## src/rtl/nan_pick_pkg.sv

```systemverilog
package nan_pick_pkg;
  localparam int WORD_W    = 64;
  localparam int SP_W      = 32;
  localparam int SP_EXP_W  = 8;
  localparam int SP_FRAC_W = SP_W - SP_EXP_W - 1;
  localparam int DP_EXP_W  = 11;
  localparam int DP_FRAC_W = WORD_W - DP_EXP_W - 1;
  localparam int NUM_OPS   = 2;

  typedef enum logic [1:0] {
    RULE_FIXED  = 2'b00,
    RULE_FIRST  = 2'b01,
    RULE_TWOWAY = 2'b10,
    RULE_MAGN   = 2'b11
  } rule_e;

  typedef enum logic [1:0] {
    K_NUM   = 2'd0,
    K_QUIET = 2'd1,
    K_SIG   = 2'd2
  } kind_e;

  typedef struct packed {
    kind_e                kind;
    logic                 sgn;
    logic [WORD_W-2:0]    mag;
  } opnd_t;

  function automatic logic [WORD_W-1:0] default_nan(logic dbl, logic s1);
    logic [WORD_W-1:0] w;
    if (dbl)
      w = {1'b0, {DP_EXP_W{1'b1}}, ~s1, {(DP_FRAC_W-1){s1}}};
    else
      w = {{(WORD_W-SP_W){1'b0}}, 1'b0, {SP_EXP_W{1'b1}}, ~s1, {(SP_FRAC_W-1){s1}}};
    return w;
  endfunction
endpackage

```

## src/rtl/nanp_classify.sv

```systemverilog
module nanp_classify
  import nan_pick_pkg::*;
#(
  parameter int EXP_W  = 8,
  parameter int FRAC_W = 23,
  localparam int W     = EXP_W + FRAC_W + 1
) (
  input  logic [W-1:0] word,
  input  logic         snan_one,
  input  logic         no_snan,
  output kind_e        kind
);
  logic exp_ones, frac_nz, top_bit, is_nan;

  always_comb begin
    exp_ones = &word[W-2:FRAC_W];
    frac_nz  = |word[FRAC_W-1:0];
    top_bit  = word[FRAC_W-1];
    is_nan   = exp_ones & frac_nz;
    if (!is_nan)
      kind = K_NUM;
    else if (!no_snan && (top_bit == snan_one))
      kind = K_SIG;
    else
      kind = K_QUIET;
  end
endmodule

```

## src/rtl/nanp_pick.sv

```systemverilog
module nanp_pick
  import nan_pick_pkg::*;
(
  input  rule_e rule,
  input  logic  prefer_first,
  input  opnd_t opa,
  input  opnd_t opb,
  output logic  take_b
);
  logic a_nan, b_nan, a_sig, b_sig, a_q, b_q, a_larger;

  always_comb begin
    a_sig = (opa.kind == K_SIG);
    b_sig = (opb.kind == K_SIG);
    a_q   = (opa.kind == K_QUIET);
    b_q   = (opb.kind == K_QUIET);
    a_nan = a_sig | a_q;
    b_nan = b_sig | b_q;
    a_larger = (opa.mag > opb.mag) |
               ((opa.mag == opb.mag) & ~opa.sgn & opb.sgn);
    unique case (rule)
      RULE_FIXED:  take_b = ~a_sig & (b_sig | ~a_q);
      RULE_FIRST:  take_b = ~a_nan;
      RULE_TWOWAY: take_b = prefer_first ? ~a_nan : b_nan;
      RULE_MAGN: begin
        if (a_sig)
          take_b = b_sig ? ~a_larger : b_q;
        else if (a_q)
          take_b = b_q ? ~a_larger : 1'b0;
        else
          take_b = 1'b1;
      end
      default:     take_b = 1'b0;
    endcase
  end
endmodule

```

## src/rtl/nanp_form.sv

```systemverilog
module nanp_form
  import nan_pick_pkg::*;
(
  input  logic [WORD_W-1:0] chosen,
  input  kind_e             chosen_kind,
  input  logic              is_dbl,
  input  logic              snan_one,
  input  logic              dflt_mode,
  input  logic              any_nan,
  output logic [WORD_W-1:0] res
);
  logic [WORD_W-1:0] dnan, fmt_word, quiet_bit;

  always_comb begin
    dnan      = default_nan(is_dbl, snan_one);
    fmt_word  = is_dbl ? chosen : {{(WORD_W-SP_W){1'b0}}, chosen[SP_W-1:0]};
    quiet_bit = is_dbl ? (WORD_W'(1) << (DP_FRAC_W-1)) : (WORD_W'(1) << (SP_FRAC_W-1));
    if (dflt_mode || !any_nan)
      res = dnan;
    else if (chosen_kind == K_SIG)
      res = snan_one ? dnan : (fmt_word | quiet_bit);
    else
      res = fmt_word;
  end
endmodule

```

## src/rtl/nan_pick_unit.sv

```systemverilog
module nan_pick_unit
  import nan_pick_pkg::*;
(
  input  logic              clk,
  input  logic              rst_n,
  input  logic [WORD_W-1:0] op_a,
  input  logic [WORD_W-1:0] op_b,
  input  logic              is_dbl,
  input  logic [1:0]        rule,
  input  logic              prefer_first,
  input  logic              dflt_mode,
  input  logic              snan_one,
  input  logic              no_snan,
  output logic [WORD_W-1:0] result,
  output logic              invalid
);
  logic [1:0]        rs_q;
  logic              rst_q;
  logic [WORD_W-1:0] words [NUM_OPS];
  opnd_t             opd   [NUM_OPS];
  logic              take_b, any_nan, inv_d;
  logic [WORD_W-1:0] chosen, res_d, res_q;
  kind_e             chosen_kind;
  logic              inv_q;

  // reset: asserted at once, released after two clocks
  always_ff @(posedge clk or negedge rst_n) begin
    if (!rst_n) rs_q <= 2'b00;
    else        rs_q <= {rs_q[0], 1'b1};
  end
  assign rst_q = rs_q[1];

  assign words[0] = op_a;
  assign words[1] = op_b;

  for (genvar gi = 0; gi < NUM_OPS; gi++) begin : g_op
    kind_e k_sp, k_dp;
    nanp_classify #(.EXP_W(SP_EXP_W), .FRAC_W(SP_FRAC_W)) u_sp (
      .word(words[gi][SP_W-1:0]), .snan_one(snan_one), .no_snan(no_snan), .kind(k_sp));
    nanp_classify #(.EXP_W(DP_EXP_W), .FRAC_W(DP_FRAC_W)) u_dp (
      .word(words[gi]), .snan_one(snan_one), .no_snan(no_snan), .kind(k_dp));
    always_comb begin
      opd[gi].kind = is_dbl ? k_dp : k_sp;
      opd[gi].sgn  = is_dbl ? words[gi][WORD_W-1] : words[gi][SP_W-1];
      opd[gi].mag  = is_dbl ? words[gi][WORD_W-2:0]
                            : {{(WORD_W-SP_W){1'b0}}, words[gi][SP_W-2:0]};
    end
  end

  nanp_pick u_pick (
    .rule(rule_e'(rule)), .prefer_first(prefer_first),
    .opa(opd[0]), .opb(opd[1]), .take_b(take_b));

  always_comb begin
    chosen      = take_b ? words[1] : words[0];
    chosen_kind = take_b ? opd[1].kind : opd[0].kind;
    any_nan     = (opd[0].kind != K_NUM) | (opd[1].kind != K_NUM);
    inv_d       = (opd[0].kind == K_SIG) | (opd[1].kind == K_SIG);
  end

  nanp_form u_form (
    .chosen(chosen), .chosen_kind(chosen_kind), .is_dbl(is_dbl),
    .snan_one(snan_one), .dflt_mode(dflt_mode), .any_nan(any_nan), .res(res_d));

  always_ff @(posedge clk or negedge rst_q) begin
    if (!rst_q) begin
      res_q <= '0;
      inv_q <= 1'b0;
    end else begin
      res_q <= res_d;
      inv_q <= inv_d;
    end
  end

  assign result  = res_q;
  assign invalid = inv_q;
endmodule

```

## config.mk

```make
export PLATFORM = sky130hd
export DESIGN_NAME = nan_pick_unit
export DESIGN_NICKNAME = d
export VERILOG_FILES = /design/src/rtl/nan_pick_pkg.sv /design/src/rtl/nanp_classify.sv /design/src/rtl/nanp_pick.sv /design/src/rtl/nanp_form.sv /design/src/rtl/nan_pick_unit.sv
export SDC_FILE = /design/constraint.sdc
export NUM_CORES = 1
export LEC_CHECK = 0
export BUFFER_PORTS_ARGS = -buffer_cell sky130_fd_sc_hd__clkbuf_2
export CAP_MARGIN = 20
export CORE_ASPECT_RATIO = 1.5
export CORE_MARGIN = 1
export CORE_UTILIZATION = 45
export CTS_BUF_LIST = sky130_fd_sc_hd__clkbuf_4 sky130_fd_sc_hd__clkbuf_8 sky130_fd_sc_hd__clkbuf_16
export DETAILED_ROUTE_END_ITERATION = 10
export GPL_TIMING_DRIVEN = 1
export HOLD_SLACK_MARGIN = 0.05
export PLACE_DENSITY = 0.84
export SLEW_MARGIN = 10
export SYNTH_ARGS = -nofsm -noshare
export SYNTH_HDL_FRONTEND = slang
export SYNTH_HIERARCHICAL = 1
export SYNTH_SLANG_ARGS = --single-unit
```

## constraint.sdc

```tcl
create_clock -name clk -period 2 [get_ports clk]
set_input_delay 0.1 -clock clk [delete_from_list [all_inputs] [get_ports clk]]
set_output_delay 0.1 -clock clk [all_outputs]
set_load 0.01 [all_outputs]
```

==> results of run 1 <==
==> synthesized netlist by cell type, types with 10 or more instances <==
cell type  number  share of area [%]
buf_6          11                1.9
buf_2          10               0.78
nand4_1        27                2.6
nor4_1         30                2.9
dfrtp_1        67                 26
nand3_1        13                1.0
o21a_1         12                1.4
a21o_1         34                4.0
a21oi_1        24                1.9
and2_1         64                6.3
o21ai_2        19                2.6
inv_1          76                4.5
ha_1           70                 14
nor2_2         19                1.9
mux2_2         67                 12
nand2_1        18                1.1
nor2_1         13               0.76
==> critical path, delay by kind of cell <==
family / cells / cell delay (ns)
multiplexers: 1 / 0.34
AO/OA/AOI/OAI: 4 / 1.10
AND/OR/NAND/NOR: 6 / 1.56
adder cells (fa/ha/maj): 1 / 0.28
buffers and inverters: 5 / 0.68
==> layer usage <==
metal / vias to the layer above / global-route usage (%) / wire (um)
met5: - / 0 / 0
met4: 0 / 18.5 / 1470
met3: 114 / 5.44 / 1610
met2: 363 / 56.7 / 12400
met1: 3275 / 32.1 / 8260
li1: 3156 / - / -
==> how the worst max path moves through the flow <==
stage	end	slack [ns]	cells after the start
floorplan	result[53]	-1.48	19
global placement	result[22]	-2.00	18
detailed placement	result[21]	-2.21	18
CTS	result[25]	-1.51	19
global route	result[22]	-1.84	22
finish	result[29]	-1.80	17
==> where the power goes <==
part	switching (mW)	internal, mW	leakage [nW]	total [mW]
clock network	0.616	1.05	0.153	1.67
logic	0.713	0.675	3.90	1.39
registers	0.0232	1.43	0.799	1.45
total	1.35	3.15	4.85	4.51
==> kinds of logic (layout without fill, tap and decap cells) <==
group	count (synthesis)	in the layout
buf+inv	104	469
other cells	1	1
fa+ha+maj	70	70
flops	67	67
compound gates	127	128
mux	73	73
xor+xnor	4	4
simple gates	227	228
==> cell type report <==
| cell class | instances | area, um^2 | area share (%) |
|---|---|---|---|
| inverters | 77 | 289 | 3.01 |
| flip-flops and latches | 67 | 1680 | 17.5 |
| repair buffers | 377 | 2580 | 26.9 |
| multi-input cells | 504 | 4550 | 47.4 |
| clock inverters | 2 | 35.0 | 0.365 |
| clock buffers | 13 | 268 | 2.79 |
| well taps | 162 | 203 | 2.11 |
==> through the flow <==
step                      hold WS, ns  total power, mW
after global routing           0.0981             4.68
after floorplan                -0.196             2.11
final                          0.0848             4.51
after global placement         -0.114             2.69
after CTS                      0.0732             4.46
after detailed placement       -0.111             2.73
==> sequential cells by signal (all words and copies together), names as in the netlist <==
name / count
invalid: 1
rs_q: 2
result: 64
==> what timing repair did <==
action	4_1_cts	5_1_grt
gates resized for setup	39	25
endpoints found under the setup margin	64	64
endpoints found under the hold margin	2	0
pin swaps	24	12
hold buffers	1	0
cloned	4	1
setup buffers	33	7
==> qor.csv, run 1 <==
metric,value,unit
vdd_drop_max,0.000437,V
final_nets,1243,
die_area,14700,um^2
fp.dieH,148,um
synthAdderAreaFrac,13.7,%
cts_root_buf,clkbuf_16,
cts.clk_slew.worst_paths,0.05,ns
place_congestion,0.923,
synth_nets,880,
avgSynthCellArea,9.48,um^2
final_cell_mix,"clkbuf_2 (198), buf_4 (154), inv_1 (75)",
hold_viol_final,0,
r2r_end,result[61],
end_kind,register,
grt_max_degree,66,
skew,0.00702,ns
core_area,13700,um^2
dp_hpwl,16.1,mm
grt_pass1_wl,35.1,mm
ys.flop_type,dfrtp_1,
wl_per_cell,19.7,um
reg2reg_from,rs_q[1],
synth_compound_area_share,15.1,%
ios,202,
htreeDepth,3,
netlist_area,6380,um^2
final_cells,1202,
crit_path_frequent_cell,buf_12,
rsz0062_at_grt,yes,
cts_tree,yes,
cp_data_required_time,2.27,ns
vias_per_cell,5.75,
clock-sinks,67,
slowest_stage,nor4bb_1,
crit_path_max_fanout,44,
critPathLaunchType,primary input,
post-route-period-util,190,%
first_global_vias,7048,
max_slew_margin,49.5,%
reg2regPathDepth,1,
ys_seq_area_share,26.3,%
fin_util,70.3,%
status,finished with violations,
arrival,4.07,ns
period_minus_slack,3.80,ns
dpl_worst_slack,-2.21,ns
std_cell_rows,52,
synth_edf_count,0,
antenna_left,0,
tightest_slew,0.747,ns
fp.dieW,99.2,um
drc,0,
area_growth,50.5,%
antenna_found_initial,0,
crit_start,is_dbl,
nFillCells,970,
powerDensity,469,nW/um^2
drive_above_1_share,54.4,%
totalWireLength,23.7,mm
drtPass1Iterations,5,
synth_cell_types,67,
setup_ws,-1.80,ns
hold_class,in -> async,
grtUsageTotal,30.8,%
worstSetupPathType,in -> reg,
fmax,263,MHz
dr_total_vias,6908,
final_area,9600,um^2
synth_top_family_by_area,simple AND/OR/NAND/NOR gates,
drv_slew,0,
start_util,46.7,%
r2r_slack,1.41,ns
maxCapViolations,0,
finalSetupTns,-111.05,ns
setup_viol,64,
drt_iter0_markers,348,
dp.cells,1141,
violations,negative setup slack,
synth-seq-cells,67,
ys_async_sr_fraction,100,%
grt_overflow_total,0,
dpl_cell_area,8500,um^2
numCtsBuffers,9,
max-clock-path-buffers,2,
diodes,0,
synthCells,673,
ys.warnings.count,6,
synthXorXnorAreaFrac,0.549,%
power_leakage,4.85,nW
max_stage_delay,0.68,ns
crit_chain,"clkbuf_2, buf_12, and2_1, inv_1, ha_1, and4_1, nor4bb_1, nand4_1, a221oi_1, nor2_2, a31oi_4, mux2i_4, buf_6, buf_12, nand3b_4, a21oi_4, a21o_1",
clock_latency,0.34,ns
layout_commonest_cell,clkbuf_2,
io_buffers,201,
yosys.area_share.simple,23.2,%
synthMuxAreaShare,12.8,%
No activity file was read; power rests on OpenSTA's default activity.
==> run 2, diff against run 1 <==
==> constraint.sdc (replaced) <==
create_clock -name clk -period 3.1 [get_ports clk]
set_input_delay 0.155 -clock clk [delete_from_list [all_inputs] [get_ports clk]]
set_output_delay 0.155 -clock clk [all_outputs]
set_load 0.01 [all_outputs]
==> qor.csv, run 2 (same netlist as run 1, synthesis figures left out) <==
metric,value,unit,change
status,finished with violations,,
violations,negative setup slack,,
end_kind,register,,
reg2regPathDepth,1,,unchanged
cp_data_required_time,3.36,ns,+1.09 ns
finalPower,2.82,mW,-37%
ios,202,,unchanged
max_stage_delay,0.31,ns,-0.37 ns
arrival,3.98,ns,-0.09 ns
post-route-period-util,120,%,
tightest_slew,0.874,ns,+0.127 ns
io_buffers,201,,unchanged
nFillCells,1000,,+3.1%
drv_slew,0,,unchanged
htreeDepth,3,,unchanged
drt_iter0_markers,338,,-2.9%
final_nets,1221,,-1.8%
critPathLaunchType,primary input,,
max-clock-path-buffers,2,,unchanged
vdd_drop_max,0.000256,V,-42%
crit_start,op_b[41],,
grt_max_degree,66,,unchanged
setup_ws,-0.620,ns,+1.18 ns
drc,0,,unchanged
first_global_vias,6918,,-1.8%
drtPass1Iterations,7,,+2
vias_per_cell,5.75,,about the same
hold_viol_final,0,,unchanged
die_area,14700,um^2,unchanged
powerDensity,302,nW/um^2,-36%
clock_latency,0.34,ns,about the same
fmax,269,MHz,
cts_tree,yes,,
dpl_worst_slack,-1.01,ns,+1.20 ns
wl_per_cell,18.8,um,-4.8%
final_cell_mix,"clkbuf_2 (199), buf_4 (133), inv_1 (74)",,
core_area,13700,um^2,unchanged
drive_above_1_share,52.9,%,-1.5 points
setup_viol,64,,unchanged
dr_total_vias,6782,,-1.8%
fp.dieH,148,um,unchanged
max_slew_margin,41.8,%,-7.8 points
antenna_left,0,,unchanged
power_leakage,4.73,nW,-2.5%
grtUsageTotal,29.2,%,-1.6 points
maxCapViolations,0,,unchanged
crit_path_max_fanout,4,,-91%
grt_pass1_wl,33.4,mm,-5.0%
cts_root_buf,clkbuf_16,,
totalWireLength,22.2,mm,-6.5%
worstSetupPathType,in -> reg,,
slowest_stage,mux2i_4,,
hold_class,in -> async,,
layout_commonest_cell,clkbuf_2,,
dp_hpwl,15.8,mm,-1.3%
fp.dieW,99.2,um,unchanged
crit_chain,"buf_8, nor4_4, buf_4, nand4_1, nor4_4, nor2_1, mux2i_2, inv_1, inv_1, ha_2, a21oi_4, a2111oi_4, o211a_1, buf_6, nand2b_4, a31oi_4, mux2i_4, buf_6, and3b_4, buf_6, clkbuf_16, nor2_2, o21ai_2",,
final_area,9330,um^2,-2.8%
cts.clk_slew.worst_paths,0.06,ns,about the same
numCtsBuffers,9,,unchanged
place_congestion,0.950,,+3.0%
multi_input_area,4500,um^2,-1.1%
reg2reg_from,rs_q[1],,
diodes,0,,unchanged
rsz0062_at_grt,yes,,
skew,0.00431,ns,-0.00271 ns
area_growth,46.3,%,
ff_latch_area,1680,um^2,unchanged
start_util,46.7,%,unchanged
crit_path_frequent_cell,buf_6,,
antenna_found_initial,0,,unchanged
period_minus_slack,3.72,ns,
clock-sinks,67,,unchanged
grt_overflow_total,0,,unchanged
std_cell_rows,52,,unchanged
dpl_cell_area,8420,um^2,-0.91%
largest_register_ff_count,64,,unchanged
[run 2: cell count changes in the layout (fill, tap and decap cells not counted), moves of 2 or more]
cell	before	now
buf_4	154	133
nor2_2	22	13
nor2_4	1	9
buf_12	11	6
nor4_4	11	6
nor4_1	14	18
clkbuf_8	3	0
buf_6	8	10
[run 2: final cells by class]
type	count	area share, %
clock buffer	12	2.65
clock inverter	3	0.429
inverter	77	3.10
multi-input combinational	504	48.2
sequential	67	18.0
tap	162	2.17
timing repair buffer	355	25.5
[run 2: report_power, final]
part           switching (mW)  total, mW  internal, mW  leakage (nW)
logic                   0.443      0.863         0.420          3.78
clock network           0.383       1.03         0.643         0.147
registers              0.0134      0.933         0.920         0.799
[run 2: repair_timing]
| action | in CTS | in global routing |
|---|---|---|
| hold endpoints to repair | 2 | 0 |
| setup endpoints to repair | 64 | 64 |
| hold buffers | 1 | 0 |
| pin swaps | 5 | 25 |
| buffers inserted | 24 | 2 |
| gates cloned | 3 | 3 |
| resized for setup | 21 | 39 |
[run 2: critical path: cells and delay by family]
kind,cells,cell delay [ns]
compound gates,5,0.97
buf+inv,8,0.97
simple gates,7,1.17
mux,2,0.51
fa+ha+maj,1,0.20
[run 2: metrics by stage]
step	TNS [ns]	std cells	hold WS, ns	util, %
3_5_place_dp	-59.34	1134	-0.0554	61.6
5_1_grt	-47.50	1180	0.155	68.3
6_report	-37.20	1180	0.138	68.3
4_1_cts	-30.97	1175	0.130	66.4
3_3_place_gp	-52.95	1134	-0.0588	61.6
2_1_floorplan	-26.59	673	-0.141	-
[run 2: path summary, 6_finish.rpt]
path	to	slack (ns)
setup / recovery	result[39]	-0.62
hold / removal	rs_q[0]	0.14
setup reg to reg	invalid	2.07
hold reg to reg	rs_q[1]	0.35
max in group asynchronous	invalid	2.07
min in group clk	result[13]	0.20
[run 2: per-layer routing]
| layer | vias to the layer above | routed length [um] | share of wire [%] | track usage (%) |
|---|---|---|---|---|
| li1 | 3128 | - | - | - |
| met5 | - | 0 | 0 | 0 |
| met1 | 3232 | 8030 | 36 | 31.6 |
| met3 | 92 | 1400 | 6.3 | 4.63 |
| met4 | 0 | 1170 | 5.3 | 17.4 |
| met2 | 330 | 11600 | 52 | 52.8 |
